===== src/rtl/dma_cmd_pkg.sv =====
package dma_cmd_pkg;

    typedef enum logic [2:0] {
        ACC_NONE,
        ACC_ADDR,
        ACC_CNT,
        ACC_CLR_BP,
        ACC_MCLR,
        ACC_CLR_MASK
    } acc_kind_e;

    // command offsets inside a group's window, after spacing is removed
    localparam int OFF_CLR_BP   = 12;
    localparam int OFF_MCLR     = 13;
    localparam int OFF_CLR_MASK = 14;
    localparam int WIN_SLOTS    = 16;

endpackage


===== src/rtl/dma_port_decode.sv =====
module dma_port_decode
    import dma_cmd_pkg::*;
#(
    parameter int ADDR_W = 16,
    parameter int CH     = 4,
    parameter int BASE   = 0,
    parameter int SHIFT  = 0,
    localparam int CW    = (CH > 1) ? $clog2(CH) : 1
) (
    input  logic [ADDR_W-1:0] addr,
    output acc_kind_e         kind,
    output logic [CW-1:0]     chan
);

    localparam logic [ADDR_W-1:0] BASE_V   = ADDR_W'(BASE);
    localparam logic [ADDR_W-1:0] LOW_MASK = ADDR_W'((1 << SHIFT) - 1);
    localparam logic [ADDR_W-1:0] REG_LIM  = ADDR_W'(2 * CH);

    logic [ADDR_W-1:0] diff;
    logic [ADDR_W-1:0] loc;
    logic              in_win;

    always_comb begin
        diff   = addr - BASE_V;
        loc    = diff >> SHIFT;
        in_win = (addr >= BASE_V) && ((diff & LOW_MASK) == '0);
        kind   = ACC_NONE;
        chan   = loc[CW:1];
        if (in_win) begin
            if (loc < REG_LIM) begin
                kind = loc[0] ? ACC_CNT : ACC_ADDR;
            end else if (loc == ADDR_W'(OFF_CLR_BP)) begin
                kind = ACC_CLR_BP;
            end else if (loc == ADDR_W'(OFF_MCLR)) begin
                kind = ACC_MCLR;
            end else if (loc == ADDR_W'(OFF_CLR_MASK)) begin
                kind = ACC_CLR_MASK;
            end
        end
    end

endmodule


===== src/rtl/dma_group_ctl.sv =====
module dma_group_ctl
    import dma_cmd_pkg::*;
#(
    parameter int ADDR_W = 16,
    parameter int DATA_W = 8,
    parameter int CH     = 4,
    parameter int BASE   = 0,
    parameter int SHIFT  = 0,
    localparam int REG_W = 2 * DATA_W
) (
    input  logic                clk,
    input  logic                rst_n,
    input  logic [ADDR_W-1:0]   io_addr,
    input  logic [DATA_W-1:0]   io_wdata,
    input  logic                io_wr,
    input  logic                io_rd,
    input  logic                eng_start,
    output logic                rd_hit,
    output logic [DATA_W-1:0]   rd_data,
    output logic [CH-1:0]       mask,
    output logic                bptr,
    output logic                idle,
    output logic                clr_regs,
    output logic [CH*REG_W-1:0] addr_flat,
    output logic [CH*REG_W-1:0] cnt_flat
);

    localparam int CW = (CH > 1) ? $clog2(CH) : 1;

    typedef struct packed {
        logic                       bptr;
        logic [CH-1:0]              mask;
        logic                       idle;
        logic                       clr;
        logic [CH-1:0][REG_W-1:0]   addr;
        logic [CH-1:0][REG_W-1:0]   cnt;
    } grp_st_t;

    grp_st_t   st_d, st_q;
    acc_kind_e kind;
    logic [CW-1:0] chan;
    logic      wr_act, rd_act, is_reg;
    logic [REG_W-1:0] rd_word;

    dma_port_decode #(
        .ADDR_W (ADDR_W),
        .CH     (CH),
        .BASE   (BASE),
        .SHIFT  (SHIFT)
    ) u_dec (
        .addr (io_addr),
        .kind (kind),
        .chan (chan)
    );

    assign wr_act = io_wr;
    assign rd_act = io_rd && !io_wr;
    assign is_reg = (kind == ACC_ADDR) || (kind == ACC_CNT);

    always_comb begin
        st_d     = st_q;
        st_d.clr = 1'b0;
        if (eng_start) begin
            st_d.idle = 1'b0;
        end
        case (kind)
            ACC_ADDR, ACC_CNT: begin
                if (wr_act) begin
                    if (kind == ACC_ADDR) begin
                        if (st_q.bptr) st_d.addr[chan][REG_W-1:DATA_W] = io_wdata;
                        else           st_d.addr[chan][DATA_W-1:0]     = io_wdata;
                    end else begin
                        if (st_q.bptr) st_d.cnt[chan][REG_W-1:DATA_W]  = io_wdata;
                        else           st_d.cnt[chan][DATA_W-1:0]      = io_wdata;
                    end
                end
                if (wr_act || rd_act) begin
                    st_d.bptr = !st_q.bptr;
                end
            end
            ACC_CLR_BP: begin
                if (wr_act) st_d.bptr = 1'b0;
            end
            ACC_MCLR: begin
                if (wr_act) begin
                    st_d.bptr = 1'b0;
                    st_d.mask = '1;
                    st_d.idle = 1'b1;
                    st_d.clr  = 1'b1;
                end
            end
            ACC_CLR_MASK: begin
                if (wr_act) st_d.mask = '0;
            end
            default: ;
        endcase
    end

    always_ff @(posedge clk or negedge rst_n) begin
        if (!rst_n) begin
            st_q      <= '0;
            st_q.mask <= '1;
            st_q.idle <= 1'b1;
        end else begin
            st_q <= st_d;
        end
    end

    always_comb begin
        rd_word = (kind == ACC_CNT) ? st_q.cnt[chan] : st_q.addr[chan];
        rd_hit  = rd_act && is_reg;
        rd_data = '0;
        if (rd_hit) begin
            rd_data = st_q.bptr ? rd_word[REG_W-1:DATA_W] : rd_word[DATA_W-1:0];
        end
    end

    assign mask      = st_q.mask;
    assign bptr      = st_q.bptr;
    assign idle      = st_q.idle;
    assign clr_regs  = st_q.clr;
    assign addr_flat = st_q.addr;
    assign cnt_flat  = st_q.cnt;

    assert_bptr_toggle_R3: assert property (@(posedge clk) disable iff (!rst_n)
        ((wr_act || rd_act) && is_reg) |=> (bptr != $past(bptr)));

    assert_clr_bptr_R4: assert property (@(posedge clk) disable iff (!rst_n)
        (wr_act && kind == ACC_CLR_BP) |=> !bptr);

    assert_mclr_state_R5: assert property (@(posedge clk) disable iff (!rst_n)
        (wr_act && kind == ACC_MCLR) |=> (!bptr && (&mask) && idle && clr_regs));

    assert_clr_pulse_R5: assert property (@(posedge clk) disable iff (!rst_n)
        !(wr_act && kind == ACC_MCLR) |=> !clr_regs);

    assert_clr_mask_R6: assert property (@(posedge clk) disable iff (!rst_n)
        (wr_act && kind == ACC_CLR_MASK) |=> (mask == '0));

    assert_cmd_no_read_R8: assert property (@(posedge clk) disable iff (!rst_n)
        (io_rd && !is_reg) |-> !rd_hit);

    assert_quiet_R10: assert property (@(posedge clk) disable iff (!rst_n)
        (kind == ACC_NONE) |=> ($stable(bptr) && $stable(mask) && $stable(addr_flat) && $stable(cnt_flat)));

    assert_idle_prio_R9: assert property (@(posedge clk) disable iff (!rst_n)
        (eng_start && !(wr_act && kind == ACC_MCLR)) |=> !idle);

endmodule


===== src/rtl/dma_cmd_front.sv =====
module dma_cmd_front
    import dma_cmd_pkg::*;
#(
    parameter int ADDR_W  = 16,
    parameter int DATA_W  = 8,
    parameter int CH      = 4,
    parameter int NUM_GRP = 2,
    parameter logic [NUM_GRP*ADDR_W-1:0] GRP_BASE  = {16'h00C0, 16'h0000},
    parameter logic [NUM_GRP-1:0]        GRP_SHIFT = 2'b10,
    localparam int REG_W  = 2 * DATA_W,
    localparam int NUM_CH = NUM_GRP * CH
) (
    input  logic                    clk,
    input  logic                    rst_n,
    input  logic [ADDR_W-1:0]       io_addr,
    input  logic [DATA_W-1:0]       io_wdata,
    input  logic                    io_wr,
    input  logic                    io_rd,
    input  logic [NUM_GRP-1:0]      eng_start,
    output logic [DATA_W-1:0]       io_rdata,
    output logic                    io_rd_hit,
    output logic [NUM_CH-1:0]       mask_o,
    output logic [NUM_GRP-1:0]      bptr_o,
    output logic [NUM_GRP-1:0]      idle_o,
    output logic [NUM_GRP-1:0]      clr_regs_o,
    output logic [NUM_CH*REG_W-1:0] ch_addr_o,
    output logic [NUM_CH*REG_W-1:0] ch_count_o
);

    logic [NUM_GRP-1:0]             grp_hit;
    logic [NUM_GRP-1:0][DATA_W-1:0] grp_data;

    for (genvar g = 0; g < NUM_GRP; g++) begin : g_grp
        dma_group_ctl #(
            .ADDR_W (ADDR_W),
            .DATA_W (DATA_W),
            .CH     (CH),
            .BASE   (int'(GRP_BASE[g*ADDR_W +: ADDR_W])),
            .SHIFT  (int'(GRP_SHIFT[g]))
        ) u_grp (
            .clk       (clk),
            .rst_n     (rst_n),
            .io_addr   (io_addr),
            .io_wdata  (io_wdata),
            .io_wr     (io_wr),
            .io_rd     (io_rd),
            .eng_start (eng_start[g]),
            .rd_hit    (grp_hit[g]),
            .rd_data   (grp_data[g]),
            .mask      (mask_o[g*CH +: CH]),
            .bptr      (bptr_o[g]),
            .idle      (idle_o[g]),
            .clr_regs  (clr_regs_o[g]),
            .addr_flat (ch_addr_o[g*CH*REG_W +: CH*REG_W]),
            .cnt_flat  (ch_count_o[g*CH*REG_W +: CH*REG_W])
        );
    end

    always_comb begin
        io_rdata = '0;
        for (int g = 0; g < NUM_GRP; g++) begin
            io_rdata = io_rdata | grp_data[g];
        end
    end

    assign io_rd_hit = |grp_hit;

    assert_single_answer_R2: assert property (@(posedge clk) disable iff (!rst_n)
        $onehot0(grp_hit));

    assert_hit_needs_read_R3: assert property (@(posedge clk) disable iff (!rst_n)
        io_rd_hit |-> io_rd);

endmodule


===== config.mk =====
export PLATFORM = sky130hd
export DESIGN_NAME = dma_cmd_front
export DESIGN_NICKNAME = d
export VERILOG_FILES = /design/src/rtl/dma_cmd_pkg.sv /design/src/rtl/dma_port_decode.sv /design/src/rtl/dma_group_ctl.sv /design/src/rtl/dma_cmd_front.sv
export SDC_FILE = /design/constraint.sdc
export NUM_CORES = 1
export LEC_CHECK = 0
export ABC_CLOCK_PERIOD_IN_PS = 4600
export BUFFER_PORTS_ARGS = -buffer_cell sky130_fd_sc_hd__buf_2
export CAP_MARGIN = 20
export CORE_MARGIN = 4
export CORE_UTILIZATION = 54
export DETAILED_ROUTE_END_ITERATION = 10
export GPL_ROUTABILITY_DRIVEN = 0
export PLACE_DENSITY_LB_ADDON = 0.05
export REMOVE_ABC_BUFFERS = 1
export SLEW_MARGIN = 20
export SYNTH_ARGS = -nofsm -noshare
export SYNTH_HDL_FRONTEND = slang
export SYNTH_SLANG_ARGS = --single-unit

===== constraint.sdc =====
create_clock -name clk -period 4.6 [get_ports clk]
set_input_delay 0.92 -clock clk [delete_from_list [all_inputs] [get_ports clk]]
set_output_delay 0.92 -clock clk [all_outputs]
set_load 0.1 [all_outputs]

==> results of run 1 <==
[area by class of cell]
| class | count | area [sq um] |
|---|---|---|
| sequential | 264 | 6610 |
| multi-input combinational | 496 | 5580 |
| tap | 313 | 392 |
| fill | 1736 | 7340 |
| clock buffer | 41 | 831 |
| antenna | 3 | 7.51 |
| timing repair buffer | 335 | 1920 |
| clock inverter | 8 | 46.3 |
| inverter | 15 | 56.3 |
[power breakdown]
part	total [mW]	internal (mW)	switching, mW	leakage (nW)
sequential	2.33	2.32	0.00587	3.67
clock	2.15	1.25	0.901	0.441
combinational	0.227	0.0582	0.169	4.05
total	4.70	3.63	1.08	8.17
[flip-flops by register name, indices dropped and copies added (netlist names)]
name and flops:
g_grp.u_grp.addr_flat 128, g_grp.u_grp.bptr 2, g_grp.u_grp.clr_regs 2, g_grp.u_grp.cnt_flat 128, g_grp.u_grp.idle 2, g_grp.u_grp.mask 2
[Yosys cell counts, drive strengths merged, types with 6 or more instances]
library cell,n
or4,6
dfrtp,260
mux2,256
a22oi,9
buf,25
o221ai,8
mux2i,28
clkbuf,46
nor3,12
nand3,16
inv,15
mux4,64
nand2,17
nor2,21
[how the worst min path moves through the flow]
stage                                        from                                 endpoint  slack (ps)  depth (start not counted)
floorplan                                   rst_n  g_grp[0].u_grp.addr_flat[0]$_DFFE_PN0P_         620                          0
global placement    g_grp[1].u_grp.idle$_DFF_PN1_            g_grp[1].u_grp.idle$_DFF_PN1_         470                          2
detailed placement  g_grp[0].u_grp.idle$_DFF_PN1_            g_grp[0].u_grp.idle$_DFF_PN1_         480                          2
CTS                 g_grp[0].u_grp.idle$_DFF_PN1_            g_grp[0].u_grp.idle$_DFF_PN1_         490                          2
global route        g_grp[0].u_grp.idle$_DFF_PN1_            g_grp[0].u_grp.idle$_DFF_PN1_         510                          2
finish                                      rst_n  g_grp[1].u_grp.addr_flat[9]$_DFFE_PN0P_         480                          1
[through the flow]
| stage | instance area, sq um | instances | setup TNS [ps] | hold slack [ps] |
|---|---|---|---|---|
| 2_1_floorplan | 12200 | 775 | -4640 | 624 |
| 3_3_place_gp | 14600 | 1423 | 0 | 472 |
| 3_5_place_dp | 14600 | 1423 | 0 | 480 |
| 4_1_cts | 15400 | 1472 | 0 | 489 |
| 5_1_grt | 15400 | 1475 | 0 | 509 |
| 6_report | 15400 | 1475 | 0 | 475 |
[metal layers]
| metal | routed length [um] | vias to the layer above | track usage, % |
|---|---|---|---|
| met5 | 10 | - | 0 |
| met4 | 650 | 2 | 6.22 |
| met3 | 2690 | 42 | 6.13 |
| met2 | 17900 | 325 | 46.3 |
| met1 | 14900 | 4522 | 37.7 |
| li1 | - | 3782 | - |
[cell families (layout without fill, tap and decap cells)]
logic type                 after synthesis  count (layout)
muxes                                  348             348
DFF                                    264             264
and+or+nand+nor                        101             101
buffers and inverters                   86             399
AOI/OAI and AO/OA                       43              43
adders and majority gates                3               3
xor gates and xnor gates                 1               1
other                                    0               3
==> impl_metrics.yaml, run 1 <==
run_status:
  status: "finished, final reports clean"
worst_setup_path:
  critical_path.slowest_cell: "or4_1"
  end_kind: "output port"
  r2r_slack_ps: 1930
  cp-startpoint: "io_addr[6]"
  start_kind: "input port"
  cp_num_buf_inv: 2
  worstRegToRegCells: 4
  timing.rr.start: "g_grp[0].u_grp.bptr$_DFFE_PN0P_"
  path_max_fanout: 8
  path_delay_family: "simple AND/OR/NAND/NOR gates"
  cpPeakStageDelay_ps: 700
  worst-setup-path-type: "input port to output port"
  arrival_ps: 3490
  cp_cell_sequence: "buf_2 > ha_1 > or3b_1 > a221oi_2 > nor2_1 > or4_1 > o221ai_1 > buf_12"
  crit_required_ps: 3680
  crit_cells: 8
  crit_path_end: "io_rdata[6]"
  r2r_end: "g_grp[0].u_grp.cnt_flat[56]$_DFFE_PN0P_"
synth:
  syn_inst: 846
  seq_area_frac_synth_pct: 52.6
  synth_edf_count: 0
  syn_area_per_cell_sq_um: 14.9
  synth.area.mux_share_pct: 36.6
  yosys.area_share.xor_xnor_pct: 0.0697
  synth_top_family_by_area: "multiplexers"
  yosys.cell_types.count: 50
  ys_ff_latch: 264
  yosys_most_used_dff: "dfrtp_1"
  async_reset_ff_share_pct: 100
  yosysTopAreaCell: "dfrtp_1"
  synth.cell_area_sq_um: 12600
  synthTopCellsByArea: "dfrtp_1 (52%), mux2_2 (23%), mux4_2 (11%), mux2i_1 (2.2%), clkbuf_1 (1.4%)"
  synth_top_area_share_pct: 51.8
  synthSimpleGateAreaFrac_pct: 4.54
  synth_compound_area_share_pct: 2.86
  synthAdderAreaFrac_pct: 0.299
  yosysWarnings: 0
grt:
  grtUsageTotal_pct: 27.7
  grt_pass1_vias: 9032
  antenna_found_initial: 4
  grt_max_degree: 125
  grt.overflow.total: 0
  grt_pass1_wl_um: 55400
timing:
  period_share_pct: 95.8
  relSlewSlack_pct: 33.5
  rsz0062_at_grt: "false"
  period_needed_ps: 4410
  fmax_mhz: 227
  clock_skew_ps: 9.47
  finalHoldViolCount: 0
  setup_viol: 0
  drv_slew: 0
  timing.final.ws_setup_ps: 194
  tightest_slew_ps: 997
place:
  hpwlAfterDp_um: 25100
  place.port_buffers: 308
  place_ws_ps: 200
floorplan:
  core_area_sq_um: 22800
  initial_core_util_pct: 55.2
  die-area_sq_um: 25800
  dieWidth_um: 161
  std_cell_rows: 55
  boundaryPins: 309
  die_h_um: 161
clock_network:
  cts.sinks: 264
  clk_pin_slew_ps: 60
  cts_tree: "built"
  cts_max_level: 1
  cts_buffer_depth: 3
  ctsResizeCount: 0
  post_cts_buffers: 0
  cts_root_buf: "clkbuf_16"
  cts_inserted_buffers: 29
  insertion_delay_ps: 530
  postCtsHoldBufs: 0
routing:
  via_per_inst: 5.88
  wl_per_cell_um: 24.5
  dr.first_iter.drc_count: 580
  ant_nets: 0
  post-route-drc-count: 0
  via_count: 8673
  first_pass_iters: 5
  wirelength_um: 36200
final_layout:
  areaGrowthSynthToFinish_pct: 22.9
  final_common_cell: "buf_2"
  most-common-layout-cells: "buf_2 (297), dfrtp_1 (259), mux2_2 (256), mux4_2 (64), clkbuf_16 (29)"
  drive_above_1_share_pct: 61.9
  fin_util_pct: 67.8
  final_nets: 1174
run:
  cap_violations: 0
power_and_ir_drop:
  p_per_area_nw_per_um2: 305
  finalPower_mw: 4.70
  peakVddDrop_mv: 0.248
  power_leakage_nw: 8.17
worst_hold_path:
  hold_class: "input port to asynchronous set/reset pin"
(Power assumes the default switching activity.)
==> run 2: changes to the inputs <==
Settings changed: CORE_ASPECT_RATIO set to 1.5.
==> run 2 against run 1 <==
Net effect: clock-buffer cell count is 3 lower; fmax fell by 0.18%; clock skew about the same; die area is 0.19% higher; critical path depth did not move; clock power up 4%; first-iteration DRC count is 22% lower; combinational power is essentially flat; highest routed layer unchanged.
==> impl_metrics.yaml, run 2 (synthesized netlist as in run 1, its figures left out) <==
run_status:
  status: "finished, final reports clean"
routing:
  dr.first_iter.drc_count: 453
  ant_nets: 0
  wl_per_cell_um: 25.6
  post-route-drc-count: 0
  via_per_inst: 6.06
  first_pass_iters: 5
  via_count: 8714
  wirelength_um: 36900
timing:
  clock_skew_ps: 9.34
  rsz0062_at_grt: "false"
  timing.final.ws_setup_ps: 186
  fmax_mhz: 227
  period_needed_ps: 4410
  relSlewSlack_pct: 33.6
  setup_tns_ps: 0
  period_share_pct: 95.9
  drv_slew: 0
  tightest_slew_ps: 997
  finalHoldViolCount: 0
  setup_viol: 0
power_and_ir_drop:
  finalPower_mw: 4.80
  p_per_area_nw_per_um2: 311
  peakVddDrop_mv: 0.294
  power_leakage_nw: 8.16
floorplan:
  die_h_um: 195
  core_area_sq_um: 23000
  std_cell_rows: 68
  initial_core_util_pct: 54.7
  dieWidth_um: 133
  die-area_sq_um: 25800
  boundaryPins: 309
final_layout:
  most-common-layout-cells: "buf_2 (297), dfrtp_1 (259), mux2_2 (256), mux4_2 (64), mux2i_1 (28)"
  final_common_cell: "buf_2"
  drive_above_1_share_pct: 61.8
  instances_no_fill: 1439
  final_nets: 1170
  fin_util_pct: 67.1
  areaGrowthSynthToFinish_pct: 22.7
clock_network:
  cts_root_buf: "clkbuf_16"
  insertion_delay_ps: 530
  cts.sinks: 264
  clk_pin_slew_ps: 60
  ctsResizeCount: 0
  cts_inserted_buffers: 26
  cts_max_level: 1
  post_cts_buffers: 0
  postCtsHoldBufs: 0
  cts_tree: "built"
  cts_buffer_depth: 3
place:
  hpwlAfterDp_um: 26400
  place.port_buffers: 308
  place_inst: 1389
  place_ws_ps: 176
grt:
  antenna_found_initial: 4
  grt_pass1_wl_um: 56400
  grtUsageTotal_pct: 28.3
  grt.overflow.total: 0
  grt_max_degree: 125
  grt_pass1_vias: 9000
worst_setup_path:
  worstRegToRegCells: 4
  r2r_end: "g_grp[0].u_grp.cnt_flat[28]$_DFFE_PN0P_"
  path_max_fanout: 8
  crit_required_ps: 3680
  r2r_slack_ps: 1990
  worst-setup-path-type: "input port to output port"
  end_kind: "output port"
  timing.rr.start: "g_grp[0].u_grp.bptr$_DFFE_PN0P_"
  arrival_ps: 3490
  start_kind: "input port"
worst_hold_path:
  whs_endpoint: "g_grp[0].u_grp.idle$_DFF_PN1_"
  hp-start: "g_grp[0].u_grp.idle$_DFF_PN1_"
  hold_depth: 2
  hold_class: "register to register"
run:
  cap_violations: 0
run 2: changes by cell type in the layout (fill, tap and decap cells not counted), sizes merged:
| cell | change |
|---|---|
| diode | -1 |
| clkinvlp | +1 |
| bufinv | +3 |
| buf | -1 |
| clkbuf | -3 |
| clkinv | -2 |
run 2: how the worst max path moves through the flow:
stage	from	to	cells past startpoint
after floorplan	io_addr[6]	io_rdata[6]	6
after global placement	io_addr[6]	io_rdata[4]	8
after detailed placement	io_addr[6]	io_rdata[4]	8
after CTS	io_addr[6]	io_rdata[4]	8
after global routing	io_addr[6]	io_rdata[4]	8
final	io_addr[6]	io_rdata[4]	8
run 2: critical path: stages:
cell and delay (ps):
buf_2 120, ha_1 240, or3b_1 400, a221oi_2 280
nor2_1 150, or4_1 690, o221ai_1 450, buf_12 230
run 2: cell type report:
class / count / area, sq um
Antenna cell: 2 / 5.00
Clock buffer: 38 / 767
Clock inverter: 10 / 135
Fill cell: 1745 / 7560
Inverter: 15 / 56.3
Multi-Input combinational cell: 496 / 5580
Sequential cell: 264 / 6610
Tap cell: 280 / 350
Timing Repair Buffer: 334 / 1910
run 2: power by group:
| part | internal (mW) | switching (mW) |
|---|---|---|
| clock network | 1.33 | 0.916 |
| registers | 2.32 | 0.00582 |
| logic | 0.0576 | 0.168 |
| total | 3.71 | 1.09 |
run 2: through the flow:
stage	hold WS, ps	cell area, sq um
6_report	488	15400
5_1_grt	509	15400
4_1_cts	494	15400
3_5_place_dp	484	14500
3_3_place_gp	475	14500
2_1_floorplan	624	12200
run 2: layer usage:
metal  global-route usage, %  part of all wire, %  up-vias  wire, um
met3                    5.72                  6.8       72      2500
li1                        -                    -     3748         -
met2                    46.7                   50      337     18300
met1                    37.1                   39     4553     14400
met5                       0                0.057        -        21
met4                    11.1                  4.4        4      1620
